$ cat src/rtl/dmg_pkg.sv
package dmg_pkg;
    typedef enum logic {
        TRG_LOW  = 1'b0,
        TRG_HIGH = 1'b1
    } trg_state_t;
endpackage

$ cat src/rtl/dmg_sync.sv
module dmg_sync #(
    parameter int STAGES = 2
) (
    input  logic clk,
    input  logic rst_n,
    input  logic async_in,
    output logic sync_out
);
    logic [STAGES-1:0] chain_q;

    always_ff @(posedge clk or negedge rst_n) begin
        if (!rst_n) chain_q <= '0;
        else        chain_q <= {chain_q[STAGES-2:0], async_in};
    end

    assign sync_out = chain_q[STAGES-1];
endmodule

$ cat src/rtl/dmg_trig_fsm.sv
module dmg_trig_fsm
    import dmg_pkg::*;
(
    input  logic clk,
    input  logic rst_n,
    input  logic lvl,
    input  logic level_mode,
    input  logic rise_en,
    input  logic fall_en,
    output logic event_o
);
    trg_state_t state_q, state_d;
    logic rise, fall;

    always_ff @(posedge clk or negedge rst_n) begin
        if (!rst_n) state_q <= TRG_LOW;
        else        state_q <= state_d;
    end

    always_comb begin
        state_d = state_q;
        rise    = 1'b0;
        fall    = 1'b0;
        unique case (state_q)
            TRG_LOW: begin
                if (lvl) begin
                    state_d = TRG_HIGH;
                    rise    = 1'b1;
                end
            end
            TRG_HIGH: begin
                if (!lvl) begin
                    state_d = TRG_LOW;
                    fall    = 1'b1;
                end
            end
        endcase
    end

    always_comb begin
        if (level_mode) event_o = lvl;
        else            event_o = (rise & rise_en) | (fall & fall_en);
    end

    AST_EDGE_NEEDS_CHANGE: assert property (@(posedge clk) disable iff (!rst_n)
        (event_o && !level_mode) |-> (lvl != $past(lvl)))
        else $error("edge event without input change");
endmodule

$ cat src/rtl/dmg_duty_core.sv
module dmg_duty_core #(
    parameter int CNT_W = 7,
    parameter int VAL_W = 16
) (
    input  logic             clk,
    input  logic             rst_n,
    input  logic             pcm_mode,
    input  logic [VAL_W-1:0] cmp_val,
    output logic             out_o
);
    localparam logic [CNT_W-1:0] CNT_MAX = {CNT_W{1'b1}};
    localparam logic [VAL_W-1:0] HALF    = VAL_W'(1) << (CNT_W - 1);

    logic [CNT_W-1:0] cnt_q;
    logic [CNT_W-1:0] cnt_rev;
    logic [VAL_W-1:0] act_q;
    logic [CNT_W-1:0] sel;

    for (genvar i = 0; i < CNT_W; i++) begin : g_rev
        assign cnt_rev[i] = cnt_q[CNT_W-1-i];
    end

    always_ff @(posedge clk or negedge rst_n) begin
        if (!rst_n) begin
            cnt_q <= '0;
            act_q <= '0;
        end else begin
            cnt_q <= cnt_q + 1'b1;
            if (cnt_q == CNT_MAX) act_q <= cmp_val;
        end
    end

    assign sel   = pcm_mode ? cnt_rev : cnt_q;
    assign out_o = {{(VAL_W-CNT_W){1'b0}}, sel} < act_q;

    AST_ACT_AT_WRAP: assert property (@(posedge clk) disable iff (!rst_n)
        (act_q != $past(act_q)) |-> ($past(cnt_q) == CNT_MAX))
        else $error("duty changed inside a period");

    AST_PCM_SINGLE: assert property (@(posedge clk) disable iff (!rst_n)
        (pcm_mode && $past(pcm_mode) && act_q == $past(act_q) && act_q <= HALF && $past(out_o))
        |-> !out_o)
        else $error("adjacent high cycles in pulse-count mode");
endmodule

$ cat src/rtl/duty_mod_gen.sv
module duty_mod_gen #(
    parameter int CNT_W = 7,
    parameter int VAL_W = 16
) (
    input  logic             clk,
    input  logic             rst_n,
    input  logic             pcm_mode,
    input  logic             cmp_wr_en,
    input  logic [VAL_W-1:0] cmp_wr_data,
    input  logic             shd_wr_en,
    input  logic [VAL_W-1:0] shd_wr_data,
    input  logic             trig_in,
    input  logic             trig_level,
    input  logic             rise_en,
    input  logic             fall_en,
    input  logic             irq_en,
    input  logic             flag_clr,
    output logic             pwm_out,
    output logic [VAL_W-1:0] cmp_value,
    output logic             srq_flag,
    output logic             irq
);
    logic [VAL_W-1:0] cmp_q, shd_q;
    logic             flag_q, irq_q;
    logic             trig_sync, trig_evt;

    dmg_sync #(.STAGES(2)) u_sync (
        .clk(clk), .rst_n(rst_n), .async_in(trig_in), .sync_out(trig_sync)
    );

    dmg_trig_fsm u_trig (
        .clk(clk), .rst_n(rst_n), .lvl(trig_sync), .level_mode(trig_level),
        .rise_en(rise_en), .fall_en(fall_en), .event_o(trig_evt)
    );

    dmg_duty_core #(.CNT_W(CNT_W), .VAL_W(VAL_W)) u_core (
        .clk(clk), .rst_n(rst_n), .pcm_mode(pcm_mode), .cmp_val(cmp_q), .out_o(pwm_out)
    );

    always_ff @(posedge clk or negedge rst_n) begin
        if (!rst_n) begin
            cmp_q  <= '0;
            shd_q  <= '0;
            flag_q <= 1'b0;
            irq_q  <= 1'b0;
        end else begin
            if (shd_wr_en)     shd_q <= shd_wr_data;
            if (cmp_wr_en)     cmp_q <= cmp_wr_data;
            else if (trig_evt) cmp_q <= shd_q;
            if (trig_evt)      flag_q <= 1'b1;
            else if (flag_clr) flag_q <= 1'b0;
            irq_q <= trig_evt & irq_en;
        end
    end

    assign cmp_value = cmp_q;
    assign srq_flag  = flag_q;
    assign irq       = irq_q;

    AST_TRIG_COPIES: assert property (@(posedge clk) disable iff (!rst_n)
        ($past(trig_evt) && !$past(cmp_wr_en)) |-> (cmp_q == $past(shd_q)))
        else $error("shadow not transferred");

    AST_FLAG_HOLD: assert property (@(posedge clk) disable iff (!rst_n)
        $past(trig_evt) |-> srq_flag)
        else $error("flag lost on event");

    AST_IRQ_GATED: assert property (@(posedge clk) disable iff (!rst_n)
        irq |-> ($past(irq_en) && $past(trig_evt)))
        else $error("irq without enabled event");
endmodule

$ cat config.mk
export PLATFORM = sky130hd
export DESIGN_NAME = duty_mod_gen
export DESIGN_NICKNAME = d
export VERILOG_FILES = /design/src/rtl/dmg_pkg.sv /design/src/rtl/dmg_sync.sv /design/src/rtl/dmg_trig_fsm.sv /design/src/rtl/dmg_duty_core.sv /design/src/rtl/duty_mod_gen.sv
export SDC_FILE = /design/constraint.sdc
export NUM_CORES = 1
export LEC_CHECK = 0
export BUFFER_PORTS_ARGS = -buffer_cell sky130_fd_sc_hd__buf_2
export CELL_PAD_IN_SITES_DETAIL_PLACEMENT = 1
export CELL_PAD_IN_SITES_GLOBAL_PLACEMENT = 1
export CORE_MARGIN = 2
export CORE_UTILIZATION = 46
export DETAILED_ROUTE_END_ITERATION = 6
export PLACE_DENSITY = 0.85
export SLEW_MARGIN = 20
export SYNTH_ARGS = -nofsm -noshare
export SYNTH_HDL_FRONTEND = slang
export SYNTH_SLANG_ARGS = --single-unit
$ cat constraint.sdc
create_clock -name clk -period 3.3 [get_ports clk]
set_input_delay 0 -clock clk [delete_from_list [all_inputs] [get_ports clk]]
set_output_delay 0 -clock clk [all_outputs]
set_load 0.05 [all_outputs]
==> summary.md <==
| Metric | Value |
|---|---|
| Outcome | `finished, final reports clean` |
| Kind of critical path | `reg -> out` |
| Combinational power share | `18.3%` |
| Count of buffer and inverter cells on the critical path | `1` |
| Synth-to-layout area growth | `30.3%` |
| Met3 usage | `3.74%` |
| Initial antenna violation count | `0` |
| CTS root buffer | `clkbuf_8` |
| Fin nets | `366` |
| Total GRT Usage | `23.3%` |
| Worst hold path depth | `3` |
| Seq cells post-synth | `60` |
| PwrDens | `456 nW/um^2` |
| Slowest CP cell | `dfrtp_1` |
| Drt first pass iters | `4` |
| R2R cell count | `3` |
| Initial Utilization | `47.3%` |
| Fmax | `469 MHz` |
| Gpl congestion | `0.768` |
| Top cell type's share of synthesized area | `54.0%` |
| Period minus WS final | `2130 ps` |
| VDD IR max | `243 uV` |
| Largest net degree at the start of global routing | `49` |
| Mean routed wirelength per cell | `18.2 microns` |
| Fin Hold WS | `13.7 ps` |
| R2r setup slk | `1450 ps` |
| Mapped cell area | `2780 sq um` |
| Clk Latency, worst-skew pair | `330 ps` |
| DIE WIDTH | `81.8 microns` |
| CP Cell Sequence | `mux2_2 -> ha_1 -> o211ai_1 -> a31o_2 -> a21oi_1 -> o21ai_0 -> buf_2` |
| Sequential fraction of the synthesis area | `54.0%` |
| Vias per cell | `5.40` |
| Num CTS Buffers | `9` |
| Synth area leaders | `dfrtp_1, mux2_2, mux2_4` |
| Placed cells | `345` |
| TritonCTS clock tree | `built` |
| Sequential cell area | `1500 sq um` |
| Share of cells above drive strength 1 | `36.3%` |
| CP Launch Type | `flop` |
| Hold path start | `flag_clr` |
| Post-Syn Area per Cell | `12.5 sq um` |
| Power Internal | `0.00116 W` |
| RSZ-0062 raised after global routing | `no` |
| Final Skew | `7.69 ps` |
| H-tree levels | `3` |
| Filler cells | `625` |
| Slew headroom | `38.0%` |
| Synth warn | `0` |
| Die area | `6680 sq um` |
| ANT cells | `0` |
| Final hold vios | `0` |
| Via count | `2134` |
| Synthesized net count | `272` |
| Measured slew at the worst slew-check pin | `929 ps` |
| Largest area contributor in the netlist | `dfrtp_1` |
| GRT busiest layer | `met2` |
| Worst Setup End Kind | `primary output` |
| Critical Path AT | `2130 ps` |
| Hold Path Class | `in -> reg` |
| CP peak stage delay | `470 ps` |
| Io pins | `62` |
| Max Cap Violations | `0` |
| Core area | `5890 sq um` |
| Iteration-0 DRC Markers | `101` |
| Crit path max fanout | `6` |
| Hold Path End | `srq_flag$_DFFE_PN0P_` |
| Final slew viol count | `0` |
| Routed wire length | `7170 microns` |
| Worst R2R Start | `u_sync.chain_q[1]$_DFF_PN0_` |
| FF-to-FF End | `cmp_value[13]$_DFFE_PN0P_` |
| DP Wirelength | `4550 microns` |
| Global-route met1 utilization | `29.1%` |
| Vias in the first global route | `2277` |
| Final Instance Count excl. Fillers | `395` |
| Final setup fails | `0` |
| Switching share of power | `29.8%` |
| TNS Setup | `0 ps` |
| PostCTS Resize Cnt | `0` |
| First-pass GRT wire length | `11500 microns` |
| Clock sink total | `60` |
| Synth unique cells | `32` |
| Clock group share of total power | `32.2%` |
| Clk pin slew, worst setup/hold paths | `70 ps` |
| # DRC | `0` |
| Footprint of the multi-input gates | `1190 sq um` |
| Final period util | `64.6%` |
| FP Rows | `28` |
| IO buf count | `61` |
| Die height | `81.8 microns` |
| Met2 Resource Use GR | `39.5%` |
| Sw power | `0.000492 W` |
| Pleak | `1.68 nW` |
| Critical path's top delay family | `compound AO/OA/AOI/OAI gates` |
| GRT overflow | `0` |
| Detail Route Antenna Nets | `0` |
| Clock buffer depth | `2` |
| Req. time, crit path | `3300 ps` |
| Post-Syn Instances | `222` |
| Reg power frac | `49.5%` |
## how the worst max path moves through the flow
stage                                          from       to  slack, ps  cells after the start
final                     u_core.cnt_q[4]$_DFF_PN0_  pwm_out       1170                      7
after global routing      u_core.cnt_q[5]$_DFF_PN0_  pwm_out       1020                      6
after CTS                 u_core.cnt_q[4]$_DFF_PN0_  pwm_out       1140                      7
after detailed placement  u_core.cnt_q[4]$_DFF_PN0_  pwm_out       1510                      7
after global placement    u_core.cnt_q[5]$_DFF_PN0_  pwm_out       1560                      6
after floorplan           u_core.cnt_q[5]$_DFF_PN0_  pwm_out        930                      5
## cells in the mapped netlist (all sizes together)
| master | count |
|---|---|
| and4bb | 1 |
| dfrtp | 60 |
| and3 | 1 |
| nor2 | 3 |
| nor2b | 1 |
| nand3 | 3 |
| nand4bb | 1 |
| or4 | 2 |
| inv | 8 |
| o21ai | 18 |
| nand2b | 1 |
| nand4b | 17 |
| mux2i | 1 |
| a21oi | 2 |
| a31o | 1 |
| nand4 | 1 |
| mux2 | 37 |
| o21a | 1 |
| a211oi | 1 |
| a21boi | 1 |
| ha | 7 |
| o211ai | 17 |
| xnor2 | 2 |
| buf | 5 |
| xor2 | 3 |
| nor3 | 1 |
| nand2 | 17 |
| clkbuf | 9 |
## stage by stage
step	setup slack (ps)	cell area (sq um)	power, W	util, %
2_1_floorplan	929	2780	0.000998	-
6_report	1170	3620	0.00165	61.6
3_3_place_gp	1560	3120	0.00108	53.1
4_1_cts	1140	3620	0.00166	61.6
3_5_place_dp	1510	3120	0.00109	53.1
5_1_grt	1020	3620	0.00173	61.6
## power by group through the flow
stage | Sequential [W] | Clock (W) | Combinational, W
CTS | 0.000817 | 0.000544 | 0.000297
global route | 0.000824 | 0.000578 | 0.000324
finish | 0.000818 | 0.000532 | 0.000302
global placement | 0.000826 | 0 | 0.000258
detailed placement | 0.000830 | 0 | 0.000265
floorplan | 0.000905 | 0 | 0.0000925
## logic make-up (layout without fill, tap and decap cells)
family                     after synthesis  count (layout)  synth area share (%)
AOI/OAI and AO/OA                       41              41                  9.45
xor gates and xnor gates                 5               5                  1.57
adders and majority gates                7               7                  3.15
buffers and inverters                   22             120                  3.37
DFF                                     60              60                  54.0
muxes                                   38              38                  16.7
and+or+nand+nor                         49              49                  11.8
## layout by cell type, fill, tap and decap left out, drive strengths merged
cell,instances
nand3,3
and3,1
nand2,17
mux2i,1
a21oi,2
ha,7
or4,2
o211ai,17
mux2,37
clkbuf,12
a211oi,1
inv,8
nor3,1
nand4,1
a21boi,1
o21ai,18
xnor2,2
nor2b,1
dfrtp,60
o21a,1
xor2,3
nand4bb,1
nor2,3
buf,62
nand4b,17
nand2b,1
and4bb,1
a31o,1
dlygate4sd3,35
clkinv,3
## state kept, by name (all words and copies together) (netlist names)
register,cells
cmp_value,16
irq,1
shd_q,16
srq_flag,1
u_core.act_q,16
u_core.cnt_q,7
u_sync.chain_q,2
u_trig.state_q,1
## worst reg2reg max path, stage by stage (launching register included)
cell	delay (ps)
dfrtp_1	420
nand4bb_1	720
nand4b_1	390
o211ai_1	150
## per-layer routing
layer	routed length [microns]	vias to the layer above
li1	-	999
met1	3130	1078
met2	3700	44
met3	188	13
met4	157	0
met5	0	-
## layout make-up
| type | instances | area share, % |
|---|---|---|
| sequential | 60 | 41.4 |
| multi-input combinational | 140 | 32.7 |
| timing repair buffer | 97 | 18.3 |
| clock buffer | 12 | 3.73 |
| tap | 75 | 2.59 |
| inverter | 8 | 0.828 |
| clock inverter | 3 | 0.414 |
## what timing repair did
item	in CTS	in global routing
hold buffers	35	0
endpoints found under the setup margin	0	0
buffers inserted	0	0
hold endpoints to repair	74	0
Note: power is estimated with default switching activity, not from simulation.
